File: config.mk
export PLATFORM = sky130hd
export DESIGN_NAME = smt_fetch_sel
export DESIGN_NICKNAME = d
export VERILOG_FILES = /design/src/rtl/smt_fetch_pkg.sv /design/src/rtl/smt_rot_order.sv /design/src/rtl/smt_min_pick.sv /design/src/rtl/smt_fetch_sel.sv
export SDC_FILE = /design/constraint.sdc
export NUM_CORES = 1
export LEC_CHECK = 0
export ABC_AREA = 1
export ABC_CLOCK_PERIOD_IN_PS = 7600
export CORE_ASPECT_RATIO = 0.6
export CORE_UTILIZATION = 33
export DETAILED_ROUTE_END_ITERATION = 6
export DONT_BUFFER_PORTS = 1
export PLACE_DENSITY = 0.58
export SKIP_LAST_GASP = 1
export SLEW_MARGIN = 30
export SYNTH_ARGS = -nofsm -noshare
export SYNTH_HDL_FRONTEND = slang
export SYNTH_SLANG_ARGS = --single-unit
File: constraint.sdc
create_clock -name clk_i -period 7.6 [get_ports clk_i]
set_input_delay 2.28 -clock clk_i [delete_from_list [all_inputs] [get_ports clk_i]]
set_output_delay 2.28 -clock clk_i [all_outputs]
set_load 0.005 [all_outputs]
File: src/rtl/smt_fetch_pkg.sv
package smt_fetch_pkg;
  typedef enum logic [2:0] {
    SEL_RR_WHOLE   = 3'd0,
    SEL_RR_HALF    = 3'd1,
    SEL_RR_QUARTER = 3'd2,
    SEL_SPLIT      = 3'd3,
    SEL_MIN_BR     = 3'd4,
    SEL_MIN_MISS   = 3'd5,
    SEL_MIN_INSN   = 3'd6,
    SEL_OFF        = 3'd7
  } sel_mode_e;
endpackage

File: src/rtl/smt_rot_order.sv
// Compacts eligible threads in rotation order starting at ptr_i.
module smt_rot_order #(
  parameter int NUM_THREADS = 4,
  localparam int TID_W = $clog2(NUM_THREADS),
  localparam int NW    = $clog2(NUM_THREADS + 1)
) (
  input  logic [NUM_THREADS-1:0]            elig_i,
  input  logic [TID_W-1:0]                  ptr_i,
  output logic [NUM_THREADS-1:0][TID_W-1:0] order_o,
  output logic [NW-1:0]                     num_o
);
  always_comb begin
    logic [TID_W-1:0] t;
    logic [NW-1:0]    n;
    order_o = '0;
    n = '0;
    for (int k = 0; k < NUM_THREADS; k++) begin
      t = ptr_i + TID_W'(k);
      if (elig_i[t]) begin
        order_o[TID_W'(n)] = t;
        n = n + NW'(1);
      end
    end
    num_o = n;
  end
endmodule

File: src/rtl/smt_min_pick.sv
// Minimum search; first strict minimum in rotation order wins ties.
module smt_min_pick #(
  parameter int NUM_THREADS = 4,
  parameter int CNT_W       = 6,
  localparam int TID_W = $clog2(NUM_THREADS)
) (
  input  logic [NUM_THREADS-1:0]            elig_i,
  input  logic [TID_W-1:0]                  ptr_i,
  input  logic [NUM_THREADS-1:0][CNT_W-1:0] key_i,
  output logic                              valid_o,
  output logic [TID_W-1:0]                  tid_o
);
  always_comb begin
    logic [TID_W-1:0] t;
    logic [CNT_W-1:0] best;
    valid_o = 1'b0;
    tid_o   = '0;
    best    = '0;
    for (int k = 0; k < NUM_THREADS; k++) begin
      t = ptr_i + TID_W'(k);
      if (elig_i[t] && (!valid_o || key_i[t] < best)) begin
        valid_o = 1'b1;
        best    = key_i[t];
        tid_o   = t;
      end
    end
  end
endmodule

File: src/rtl/smt_fetch_sel.sv
module smt_fetch_sel
  import smt_fetch_pkg::*;
#(
  parameter int NUM_THREADS = 4,
  parameter int FETCH_W     = 8,
  parameter int CNT_W       = 6,
  localparam int TID_W = $clog2(NUM_THREADS),
  localparam int CW    = $clog2(FETCH_W + 1),
  localparam int NW    = $clog2(NUM_THREADS + 1)
) (
  input  logic                              clk_i,
  input  logic                              rst_ni,
  input  logic [2:0]                        mode_i,
  input  logic [NUM_THREADS-1:0]            elig_i,
  input  logic                              long_lat_i,
  input  logic [CW-1:0]                     lead_run_i,
  input  logic [NUM_THREADS-1:0][CNT_W-1:0] insn_cnt_i,
  input  logic [NUM_THREADS-1:0][CNT_W-1:0] br_cnt_i,
  input  logic [NUM_THREADS-1:0][CNT_W-1:0] miss_cnt_i,
  output logic [NUM_THREADS-1:0][TID_W-1:0] slot_tid_o,
  output logic [NUM_THREADS-1:0][CW-1:0]    slot_cnt_o
);
  localparam logic [CW-1:0] SHARE_WHOLE = CW'(FETCH_W);
  localparam logic [CW-1:0] SHARE_HALF  = CW'(FETCH_W / 2);
  localparam logic [CW-1:0] SHARE_QUART = CW'(FETCH_W / 4);

  sel_mode_e mode;
  assign mode = sel_mode_e'(mode_i);

  logic [TID_W-1:0] ptr_q, ptr_d;

  // rotation over all threads
  logic [NUM_THREADS-1:0][TID_W-1:0] ord_all;
  logic [NW-1:0]                     num_all;
  smt_rot_order #(.NUM_THREADS(NUM_THREADS)) u_ord_all (
    .elig_i (elig_i),
    .ptr_i  (ptr_q),
    .order_o(ord_all),
    .num_o  (num_all)
  );

  // rotation over secondary candidates (thread 0 excluded)
  logic [NUM_THREADS-1:0]            elig_sec;
  logic [NUM_THREADS-1:0][TID_W-1:0] ord_sec;
  logic [NW-1:0]                     num_sec;
  assign elig_sec = elig_i & ~NUM_THREADS'(1);
  smt_rot_order #(.NUM_THREADS(NUM_THREADS)) u_ord_sec (
    .elig_i (elig_sec),
    .ptr_i  (ptr_q),
    .order_o(ord_sec),
    .num_o  (num_sec)
  );

  // occupancy key for dynamic modes
  logic [NUM_THREADS-1:0][CNT_W-1:0] key;
  always_comb begin
    case (mode)
      SEL_MIN_BR:   key = br_cnt_i;
      SEL_MIN_MISS: key = miss_cnt_i;
      default:      key = insn_cnt_i;
    endcase
  end

  logic             min_vld;
  logic [TID_W-1:0] min_tid;
  smt_min_pick #(.NUM_THREADS(NUM_THREADS), .CNT_W(CNT_W)) u_min (
    .elig_i (elig_i),
    .ptr_i  (ptr_q),
    .key_i  (key),
    .valid_o(min_vld),
    .tid_o  (min_tid)
  );

  logic [CW-1:0] run;
  assign run = (lead_run_i > SHARE_WHOLE) ? SHARE_WHOLE : lead_run_i;

  logic [NUM_THREADS-1:0][TID_W-1:0] nxt_tid;
  logic [NUM_THREADS-1:0][CW-1:0]    nxt_cnt;

  always_comb begin
    nxt_tid = '0;
    nxt_cnt = '0;
    case (mode)
      SEL_RR_WHOLE: begin
        if (num_all != '0) begin
          nxt_tid[0] = ord_all[0];
          nxt_cnt[0] = SHARE_WHOLE;
        end
      end
      SEL_RR_HALF: begin
        for (int k = 0; k < 2; k++) begin
          if (k < int'(num_all)) begin
            nxt_tid[k] = ord_all[k];
            nxt_cnt[k] = SHARE_HALF;
          end
        end
      end
      SEL_RR_QUARTER: begin
        for (int k = 0; k < 4; k++) begin
          if (k < int'(num_all)) begin
            nxt_tid[k] = ord_all[k];
            nxt_cnt[k] = SHARE_QUART;
          end
        end
      end
      SEL_SPLIT: begin
        if (!elig_i[0]) begin
          if (num_sec != '0) begin
            nxt_tid[1] = ord_sec[0];
            nxt_cnt[1] = SHARE_WHOLE;
          end
        end else if (!long_lat_i) begin
          nxt_cnt[0] = SHARE_WHOLE;
        end else begin
          nxt_cnt[0] = run;
          if (num_sec != '0 && run < SHARE_WHOLE) begin
            nxt_tid[1] = ord_sec[0];
            nxt_cnt[1] = SHARE_WHOLE - run;
          end
        end
      end
      SEL_MIN_BR, SEL_MIN_MISS, SEL_MIN_INSN: begin
        if (min_vld) begin
          nxt_tid[0] = min_tid;
          nxt_cnt[0] = SHARE_WHOLE;
        end
      end
      default: ;
    endcase
  end

  // pointer moves past the last slot that got fetch bandwidth
  always_comb begin
    ptr_d = ptr_q;
    for (int k = 0; k < NUM_THREADS; k++) begin
      if (nxt_cnt[k] != '0) ptr_d = nxt_tid[k] + TID_W'(1);
    end
  end

  always_ff @(posedge clk_i or negedge rst_ni) begin
    if (!rst_ni) begin
      ptr_q      <= '0;
      slot_tid_o <= '0;
      slot_cnt_o <= '0;
    end else begin
      ptr_q      <= ptr_d;
      slot_tid_o <= nxt_tid;
      slot_cnt_o <= nxt_cnt;
    end
  end
endmodule

==> results.ini, run 1 <==
[detailed_routing]
vias = 3698
routed_wl_um = 10400
routedWlPerCell_um = 14.8
drtAntennaViolNets = 0
drc_errors = 0
drt-initial-drc-count = 303
viasPerCell = 5.25
dr.pass1.iters = 5

[setup_path]
crit_path_end_kind = register
arrival_ns = 7.17
cp_common_cell = nand2_1
start_kind = primary input
cp.required_ns = 7.73
reg2reg_depth = 38
crit_start = mode_i[1]
r2r-start = ptr_q[0]
reg2reg_to = ptr_q[1]
critPathMaxFanout = 19
cpPeakStageDelay_ns = 0.37
critPathKind = primary input to register
crit_slowest_cell = o21ai_0
reg2reg_slack_ns = 1.62
cp-endpoint = ptr_q[1]

[cells_and_area]
ff_latch_area_um2 = 500
final_common_cell = nand2_1
fill_cells = 1098
layout_common_cells = 135 x nand2_1, 77 x inv_1, 58 x o21ai_0, 58 x nand3_1, 35 x nor2_1
drive_gt1_share_pct = 10.0
final_util_pct = 37.1
final_nets = 687
diodes = 0
area_delta_synth_final_pct = 7.32
design_area_mm2 = 0.00373
multi_input_area_mm2 = 0.00254

[sta]
rsz0062_at_grt = false
tightestPinTransition_ns = 0.765
fin_crit_ns = 7.03
slew_viol_final = 0
setup_viol = 0
fin_skew_ns = 0.00136
tns_ns = 0
final_hold_viol_count = 0
relSlewSlack_pct = 48.9
fmax_mhz = 142
setup_slack_ns = 0.569
fin_crit_sh_pct = 92.5

[placement]
routabilityCongestion = 0.940
placedInstanceArea_mm2 = 0.00355
place_ws_ns = 0.0408
port_buffers = 0
hpwl_um = 8610

[clocking]
root_buffer = clkbuf_16
cts.sink_count = 20
cts_max_path_buffers = 2
cts.clk_slew.worst_paths_ns = 0.05
numCtsBuffers = 3
h-tree-depth = 1
clock_latency_ns = 0.25
cts.hold.buffers_added = 0
tritoncts = done

[worst_hold_path]
min_path_type = register to register
hold_depth = 2

[yosys]
netlist_area_mm2 = 0.00347
synth_top_family_by_area = simple AND/OR/NAND/NOR gates
syn_area_per_cell_um2 = 5.97
ys_ff_latch = 20
synth_xor_area_share_pct = 0.757
ys.flop_type = dfrtp_1
muxShareOfSynthArea_pct = 3.46
synth.distinct_cells = 43
yosysSeqAreaShare_pct = 14.4
synth-simple-area-share_pct = 34.9
async_flop_share_pct = 100
synthAdderAreaFrac_pct = 11.2
synth_warnings = 0
synth_edf_count = 0
synth_cells = 582
synth-compound-area-share_pct = 20.3

[flow_run]
max_cap_viol_count = 0

[global_routing]
grt_overflow = 0
grt_pass1_wl_um = 16300
grt_use_total_pct = 18.8
antenna_found_initial = 0
grt_pass1_vias = 3204
grt_max_degree = 38

[floorplanning]
core-area_mm2 = 0.0101
die-height_um = 81.5
rows = 28
fp.dieW_um = 134
die-area_mm2 = 0.0109
io_pins = 110
start_util_pct = 34.5

[status]
outcome = finished, final reports clean

-- logic make-up (layout without fill, tap and decap cells) --
logic type      after synthesis  in the layout
simple gates                263            263
fa+ha+maj                    31             31
mux                          12             12
buf+inv                     119            101
flops                        20             20
xor+xnor                      3              3
other cells                   1              6
compound gates              133            133
-- cell usage after synthesis (4+ instances only) --
| cell | instances | area, um^2 |
|---|---|---|
| buf_2 | 4 | 20.0 |
| nand3_1 | 60 | 300 |
| nor2_1 | 35 | 131 |
| inv_1 | 77 | 289 |
| nand2_1 | 135 | 507 |
| nand2_2 | 10 | 62.6 |
| buf_1 | 5 | 18.8 |
| buf_4 | 10 | 75.1 |
| mux2i_1 | 12 | 120 |
| nand3_2 | 5 | 50.1 |
| nand4_1 | 7 | 43.8 |
| dfrtp_1 | 20 | 500 |
| ha_1 | 31 | 388 |
| a21oi_1 | 35 | 175 |
| o22ai_1 | 4 | 25.0 |
| inv_2 | 4 | 15.0 |
| o21ai_0 | 77 | 385 |
| clkinv_1 | 5 | 18.8 |
| clkbuf_1 | 10 | 37.5 |
| o21ai_1 | 4 | 20.0 |
-- metal layers --
metal	up-vias	share of wire, %	track usage [%]	routed length (um)
li1	1879	-	-	-
met1	1652	53	29.5	5580
met2	165	37	26.9	3860
met3	2	9.5	3.21	992
met4	0	0.18	1.57	19
met5	-	0	0	0
-- through the flow --
stage                     hold WS [ns]  instances
after floorplan                  0.760        587
after global placement           0.944        699
after detailed placement         0.964        699
after CTS                        0.969        703
after global routing              1.04        704
final                            0.971        704
-- sequential cells by signal, indices dropped and copies added, names as in the netlist --
register / count
slot_cnt_o: 10
slot_tid_o: 8
ptr_q: 2
-- worst max-delay path, delay by kind of cell --
| kind | cells | cell delay, ns |
|---|---|---|
| AO/OA/AOI/OAI | 10 | 1.67 |
| adder cells (fa/ha/maj) | 3 | 0.85 |
| buffers and inverters | 4 | 0.38 |
| AND/OR/NAND/NOR | 25 | 1.94 |
-- how the worst min path moves through the flow --
| stage | startpoint | to | slack [ns] |
|---|---|---|---|
| finish | ptr_q[1] | ptr_q[1] | 0.97 |
| floorplan | ptr_q[1] | slot_tid_o[1] | 0.76 |
| detailed placement | ptr_q[1] | ptr_q[1] | 0.96 |
| global route | ptr_q[1] | ptr_q[1] | 1.04 |
| CTS | ptr_q[1] | ptr_q[1] | 0.97 |
| global placement | ptr_q[1] | ptr_q[1] | 0.94 |
-- area by class of cell --
cell class / count / share of cell area [%]
inverter: 89 / 9.47
tap: 135 / 4.53
timing repair buffer: 8 / 1.61
multi-input combinational: 448 / 68.1
clock inverter: 1 / 0.806
sequential: 20 / 13.4
clock buffer: 3 / 2.01
-- repair_timing --
action	CTS	global route
buffers inserted	0	1
gates resized for setup	0	35
endpoints found under the setup margin	0	2
Power of run 1 is not shown: default switching activity piles up to over one toggle a cycle in this logic, so the estimate is an artifact.
==> run 2: changes to the inputs <==
--- a/config.mk
+++ b/config.mk
@@ -5,9 +5,7 @@
 export SDC_FILE = /design/constraint.sdc
 export NUM_CORES = 1
 export LEC_CHECK = 0
-export ABC_AREA = 1
 export ABC_CLOCK_PERIOD_IN_PS = 7600
-export CORE_ASPECT_RATIO = 0.6
 export CORE_UTILIZATION = 33
 export DETAILED_ROUTE_END_ITERATION = 6
 export DONT_BUFFER_PORTS = 1
==> run 2 against run 1 <==
The run now ends with setup timing left. Worst setup slack got worse by 0.85 ns. Global-route usage increased by 1.9 points. Critical path depth decreased by 11. Via count increased by 8.5%. Final area increased by 37%. Count of clock-buffer cells in the layout increased by 1. First-iteration DRC count increased by 0.66%. Core utilization increased by 9.7 points. Register-to-register slack got worse by 0.51 ns. Critical endpoint unchanged.
==> results.ini, run 2 <==
[floorplanning]
core-area_mm2 = 0.0109  ; was 0.0101 mm^2
io_pins = 110  ; unchanged
die-area_mm2 = 0.0117  ; was 0.0109 mm^2
fp.dieW_um = 108  ; was 134 um
start_util_pct = 34.0  ; was 34.5%
die-height_um = 108  ; was 81.5 um
rows = 38  ; was 28

[setup_path]
reg2reg_to = ptr_q[1]  ; unchanged
critPathMaxFanout = 8  ; was 19
crit_path_end_kind = register  ; unchanged
cp.required_ns = 7.77  ; was 7.73 ns
reg2reg_slack_ns = 1.11  ; was 1.62 ns
start_kind = primary input  ; unchanged
cpPeakStageDelay_ns = 0.38  ; was 0.37 ns
crit_start = mode_i[1]  ; unchanged
critPathKind = primary input to register  ; unchanged
reg2reg_depth = 28  ; was 38
arrival_ns = 8.05  ; was 7.17 ns
r2r-start = ptr_q[0]  ; unchanged
crit_slowest_cell = or3_4  ; was o21ai_0
cp-endpoint = ptr_q[1]  ; unchanged

[cells_and_area]
regMostFlops = slot_cnt_o  ; unchanged
final_nets = 676  ; was 687
diodes = 0  ; unchanged
largest_reg_flops = 10  ; unchanged
drive_gt1_share_pct = 36.2  ; was 10.0%
layout_common_cells = 80 x buf_4, 66 x nor2_1, 44 x mux2i_1  ; was 135 x nand2_1, 77 x inv_1, 58 x o21ai_0, 58 x nand3_1, 35 x nor2_1
largestRegisters = slot_cnt_o x10, slot_tid_o x8, ptr_q x2  ; unchanged
final_common_cell = buf_4  ; was nand2_1
area_delta_synth_final_pct = 37.4  ; was 7.32%

[clocking]
clock_latency_ns = 0.25  ; about the same
cts.sink_count = 20  ; unchanged
tritoncts = done  ; unchanged
cts.clk_slew.worst_paths_ns = 0.05  ; about the same
root_buffer = clkbuf_16  ; unchanged
cts_max_path_buffers = 2  ; unchanged
numCtsBuffers = 3  ; unchanged
h-tree-depth = 1  ; unchanged

[sta]
fin_hold_ws_ns = 1.05  ; was 0.971 ns
final_hold_viol_count = 0  ; unchanged
fmax_mhz = 127  ; was 142 MHz
fin_crit_sh_pct = 104  ; was 92.5%
fin_crit_ns = 7.88  ; was 7.03 ns
tightestPinTransition_ns = 0.706  ; was 0.765 ns
rsz0062_at_grt = true  ; was false
setup_slack_ns = -0.280  ; was 0.569 ns
fin_skew_ns = 0.00371  ; was 0.00136 ns
relSlewSlack_pct = 53.0  ; was 48.9%
setup_viol = 4  ; was 0
slew_viol_final = 0  ; unchanged

[placement]
port_buffers = 0  ; unchanged
routabilityCongestion = 0.883  ; was 0.940
hpwl_um = 8790  ; was 8610 um

[status]
outcome = finished with violations  ; was finished, final reports clean
violations = setup timing

[global_routing]
grt_pass1_vias = 3782  ; was 3204
grt_pass1_wl_um = 19000  ; was 16300 um
grt_max_degree = 31  ; was 38
grt_use_total_pct = 20.7  ; was 18.8%
grt_overflow = 0  ; unchanged
antenna_found_initial = 0  ; unchanged

[yosys]
syn_area_per_cell_um2 = 7.57  ; was 5.97 um^2
netlist_area_mm2 = 0.00372  ; was 0.00347 mm^2
synth_top_area_cell = mux2i_1  ; was nand2_1
synthTopCellsByArea = mux2i_1 15%, dfrtp_1 13%, ha_1 10%  ; was nand2_1 15%, dfrtp_1 14%, ha_1 11%
synth.distinct_cells = 67  ; was 43
synth_cells = 492  ; was 582
yosysMostFrequentCell = nor2_1  ; was nand2_1
ys.flop_type = dfrtp_1  ; unchanged
synth_warnings = 0  ; unchanged
yosysTopAreaCellShare_pct = 14.5  ; was 14.6%
synth_edf_count = 0  ; unchanged
synth_commonest_cells = 84 x nor2_1, 54 x mux2i_1, 45 x a21oi_1  ; was 135 x nand2_1, 77 x inv_1, 77 x o21ai_0
yosysSeqAreaShare_pct = 13.4  ; was 14.4%
ys_ff_latch = 20  ; unchanged
async_flop_share_pct = 100  ; unchanged

[flow_run]
max_cap_viol_count = 0  ; unchanged

[detailed_routing]
drt-initial-drc-count = 305  ; was 303
dr.pass1.iters = 5  ; unchanged
drc_errors = 0  ; unchanged
vias = 4011  ; was 3698
routed_wl_um = 12900  ; was 10400 um
viasPerCell = 5.75  ; was 5.25
drtAntennaViolNets = 0  ; unchanged
routedWlPerCell_um = 18.5  ; was 14.8 um

[worst_hold_path]
hold_depth = 4  ; was 2
min_path_type = register to register  ; unchanged

run 2: cell families (layout without fill, tap and decap cells):
| kind of cell | Yosys count | count (layout) | share of synthesized area (%) |
|---|---|---|---|
| other | 1 | 6 | 0.101 |
| flip-flops | 20 | 20 | 13.4 |
| AND/OR/NAND/NOR | 173 | 174 | 21.1 |
| multiplexers | 78 | 78 | 24.2 |
| XOR/XNOR | 9 | 9 | 2.12 |
| AO/OA/AOI/OAI | 120 | 120 | 21.4 |
| buffers and inverters | 60 | 120 | 7.16 |
| adder cells (fa/ha/maj) | 31 | 31 | 10.4 |
run 2: timing repair:
action | CTS | global route
pin swaps | 28 | 43
setup buffers | 24 | 12
hold buffers | 0 | 0
resized for setup | 59 | 61
endpoints found under the setup margin | 4 | 4
hold endpoints to repair | 0 | 0
cloned | 4 | 1
run 2: worst max-delay path: cells and delay by family:
kind	cells	cell delay [ns]
buffers and inverters	3	0.44
AND/OR/NAND/NOR	8	1.34
adder cells (fa/ha/maj)	3	0.78
AO/OA/AOI/OAI	13	2.34
multiplexers	4	0.86
run 2: worst min path at each step:
stage,start,to,slack (ns)
3_5_place_dp,ptr_q[1],slot_tid_o[1],1.08
6_report,ptr_q[1],slot_tid_o[1],1.05
2_1_floorplan,ptr_q[0],slot_tid_o[2],0.96
4_1_cts,ptr_q[1],slot_tid_o[1],1.10
5_1_grt,ptr_q[1],slot_tid_o[1],1.08
3_3_place_gp,ptr_q[1],slot_tid_o[1],1.09
run 2: final cells by class:
cell class,count,area [um^2]
tap,140,175
sequential,20,502
timing repair buffer,89,757
multi-input combinational,418,3500
fill,991,5820
inverter,27,101
clock buffer,4,78.8
run 2: layer usage:
metal  track usage (%)  vias up  share of wire, %
li1                  -     1897                 -
met5                 0        -                 0
met4              7.83        0               3.6
met3              1.99       40               5.9
met2              34.9      175                49
met1              27.0     1899                42
run 2: metrics by stage:
| stage | worst slack [ns] | setup TNS, ns | util, % | cell area, um^2 | std cells |
|---|---|---|---|---|---|
| after floorplan | -0.244 | -0.559 | - | 3810 | 497 |
| after global routing | -0.510 | -1.65 | 46.8 | 5110 | 698 |
| after detailed placement | -0.511 | -1.71 | 38.1 | 4170 | 654 |
| final | -0.280 | -0.814 | 46.8 | 5110 | 698 |
| after CTS | 0.0412 | 0 | 43.2 | 4720 | 686 |
| after global placement | -0.324 | -0.995 | 38.1 | 4170 | 654 |
Power of run 2 is left out for the same reason.
==> run 3: changes to the inputs <==
--- a/config.mk
+++ b/config.mk
@@ -7,6 +7,7 @@
 export LEC_CHECK = 0
 export ABC_CLOCK_PERIOD_IN_PS = 7600
 export CORE_UTILIZATION = 33
+export CTS_BUF_LIST = sky130_fd_sc_hd__clkbuf_8 sky130_fd_sc_hd__clkbuf_16
 export DETAILED_ROUTE_END_ITERATION = 6
 export DONT_BUFFER_PORTS = 1
 export PLACE_DENSITY = 0.58
==> run 3 against run 2 <==
The flow still finishes with violations (setup timing). Cell count did not move. Clock skew is essentially flat. Die area unchanged. Worst setup slack lost 0.0072 ns. Register-to-register slack hardly changed. Non-clock buffer count unchanged. Highest routed layer unchanged.
==> results.ini, run 3 (synthesis gave the netlist of run 2 again) <==
[status]
outcome = finished with violations  ; unchanged
violations = setup timing  ; unchanged

[setup_path]
crit_slowest_cell = or3_4  ; unchanged
r2r-start = ptr_q[0]  ; unchanged
critPathMaxFanout = 8  ; unchanged
reg2reg_slack_ns = 1.10  ; was 1.11 ns
start_kind = primary input  ; unchanged
reg2reg_depth = 28  ; unchanged
crit_path_end_kind = register  ; unchanged
critPathKind = primary input to register  ; unchanged
cp.required_ns = 7.77  ; about the same
reg2reg_to = ptr_q[1]  ; unchanged
cpPeakStageDelay_ns = 0.38  ; about the same
arrival_ns = 8.06  ; was 8.05 ns

[global_routing]
grt_overflow = 0  ; unchanged
grt_pass1_vias = 3782  ; unchanged
grt_use_total_pct = 20.7  ; unchanged
grt_pass1_wl_um = 19000  ; unchanged
grt_max_degree = 31  ; unchanged
antenna_found_initial = 0  ; unchanged

[sta]
final_hold_viol_count = 0  ; unchanged
fmax_mhz = 127  ; about the same
slew_viol_final = 0  ; unchanged
relSlewSlack_pct = 53.0  ; about the same
tightestPinTransition_ns = 0.706  ; about the same
setup_viol = 4  ; unchanged
rsz0062_at_grt = true  ; unchanged
fin_skew_ns = 0.00390  ; was 0.00371 ns
fin_crit_sh_pct = 104  ; about the same
fin_crit_ns = 7.89  ; was 7.88 ns
setup_slack_ns = -0.287  ; was -0.280 ns

[detailed_routing]
dr.pass1.iters = 5  ; unchanged
routedWlPerCell_um = 18.5  ; about the same
drc_errors = 0  ; unchanged
drt-initial-drc-count = 305  ; unchanged
drtAntennaViolNets = 0  ; unchanged
routed_wl_um = 12900  ; about the same
vias = 4013  ; was 4011
viasPerCell = 5.75  ; about the same

[cells_and_area]
largestRegisters = slot_cnt_o x10, slot_tid_o x8, ptr_q x2  ; unchanged
diodes = 0  ; unchanged
layout_common_cells = 80 x buf_4, 66 x nor2_1, 44 x mux2i_1  ; unchanged
area_delta_synth_final_pct = 37.4  ; unchanged
final_common_cell = buf_4  ; unchanged
drive_gt1_share_pct = 36.2  ; unchanged
regMostFlops = slot_cnt_o  ; unchanged
largest_reg_flops = 10  ; unchanged
design_area_mm2 = 0.00511  ; unchanged
final_nets = 676  ; unchanged

[clocking]
numCtsBuffers = 3  ; unchanged
tritoncts = done  ; unchanged
h-tree-depth = 1  ; unchanged
root_buffer = clkbuf_16  ; unchanged
cts.sink_count = 20  ; unchanged
cts.clk_slew.worst_paths_ns = 0.05  ; about the same
cts_max_path_buffers = 2  ; unchanged
clock_latency_ns = 0.25  ; about the same

[flow_run]
max_cap_viol_count = 0  ; unchanged

[placement]
routabilityCongestion = 0.883  ; unchanged
port_buffers = 0  ; unchanged
placedInstanceArea_mm2 = 0.00417  ; unchanged
hpwl_um = 8790  ; unchanged

[floorplanning]
start_util_pct = 34.0  ; unchanged
io_pins = 110  ; unchanged
die-height_um = 108  ; unchanged
rows = 38  ; unchanged
core-area_mm2 = 0.0109  ; unchanged
fp.dieW_um = 108  ; unchanged
die-area_mm2 = 0.0117  ; unchanged

[worst_hold_path]
min_path_type = register to register  ; unchanged
hold_depth = 4  ; unchanged
whs_endpoint = slot_tid_o[1]  ; unchanged
hp-start = ptr_q[1]  ; unchanged

-- run 3: changes by cell type in the layout (fill, tap and decap cells not counted), sizes merged --
| cell | delta |
|---|---|
| clkbuf | -1 |
| inv | +1 |
-- run 3: area by class of cell --
class	instances	area [um^2]
multi-input combinational	418	3500
timing repair buffer	89	757
sequential	20	502
inverter	27	101
clock inverter	1	3.75
tap	140	175
clock buffer	3	75.1
fill	991	5820
-- run 3: stage by stage --
| step | util [%] | cells | setup slack (ns) | setup TNS (ns) | hold WS (ns) |
|---|---|---|---|---|---|
| floorplan | - | 497 | -0.244 | -0.559 | 0.961 |
| global placement | 38.1 | 654 | -0.324 | -0.995 | 1.09 |
| detailed placement | 38.1 | 654 | -0.511 | -1.71 | 1.08 |
| CTS | 43.2 | 686 | 0.0414 | 0 | 1.10 |
| global route | 46.8 | 698 | -0.510 | -1.65 | 1.08 |
| finish | 46.8 | 698 | -0.287 | -0.843 | 1.04 |
-- run 3: critical path, delay by kind of cell --
kind                     cells  cell delay [ns]
adder cells (fa/ha/maj)      3             0.78
multiplexers                 4             0.86
buffers and inverters        3             0.44
AND/OR/NAND/NOR              8             1.34
AO/OA/AOI/OAI               13             2.35
-- run 3: repair_timing --
action                     4_1_cts  5_1_grt
cloned                           4        1
buffers inserted                24       12
hold buffers                     0        0
pin swaps                       28       43
gates resized for setup         59       61
setup endpoints to repair        4        4
-- run 3: per-layer routing --
metal,up-vias,track usage [%],wire [um],share of wire [%]
li1,1898,-,-,-
met1,1899,27.0,5400,42
met2,176,34.9,6290,49
met3,40,1.99,771,6.0
met4,0,7.83,471,3.6
met5,-,0,0,0
-- run 3: worst max-delay path by stage --
stage / start / slack (ns) / end
3_5_place_dp: mode_i[1] / -0.51 / ptr_q[1]
6_report: mode_i[1] / -0.29 / ptr_q[1]
4_1_cts: mode_i[1] / 0.04 / ptr_q[1]
2_1_floorplan: mode_i[0] / -0.24 / ptr_q[1]
3_3_place_gp: mode_i[1] / -0.32 / ptr_q[1]
5_1_grt: mode_i[1] / -0.51 / ptr_q[1]
Power of run 3 is left out for the same reason.
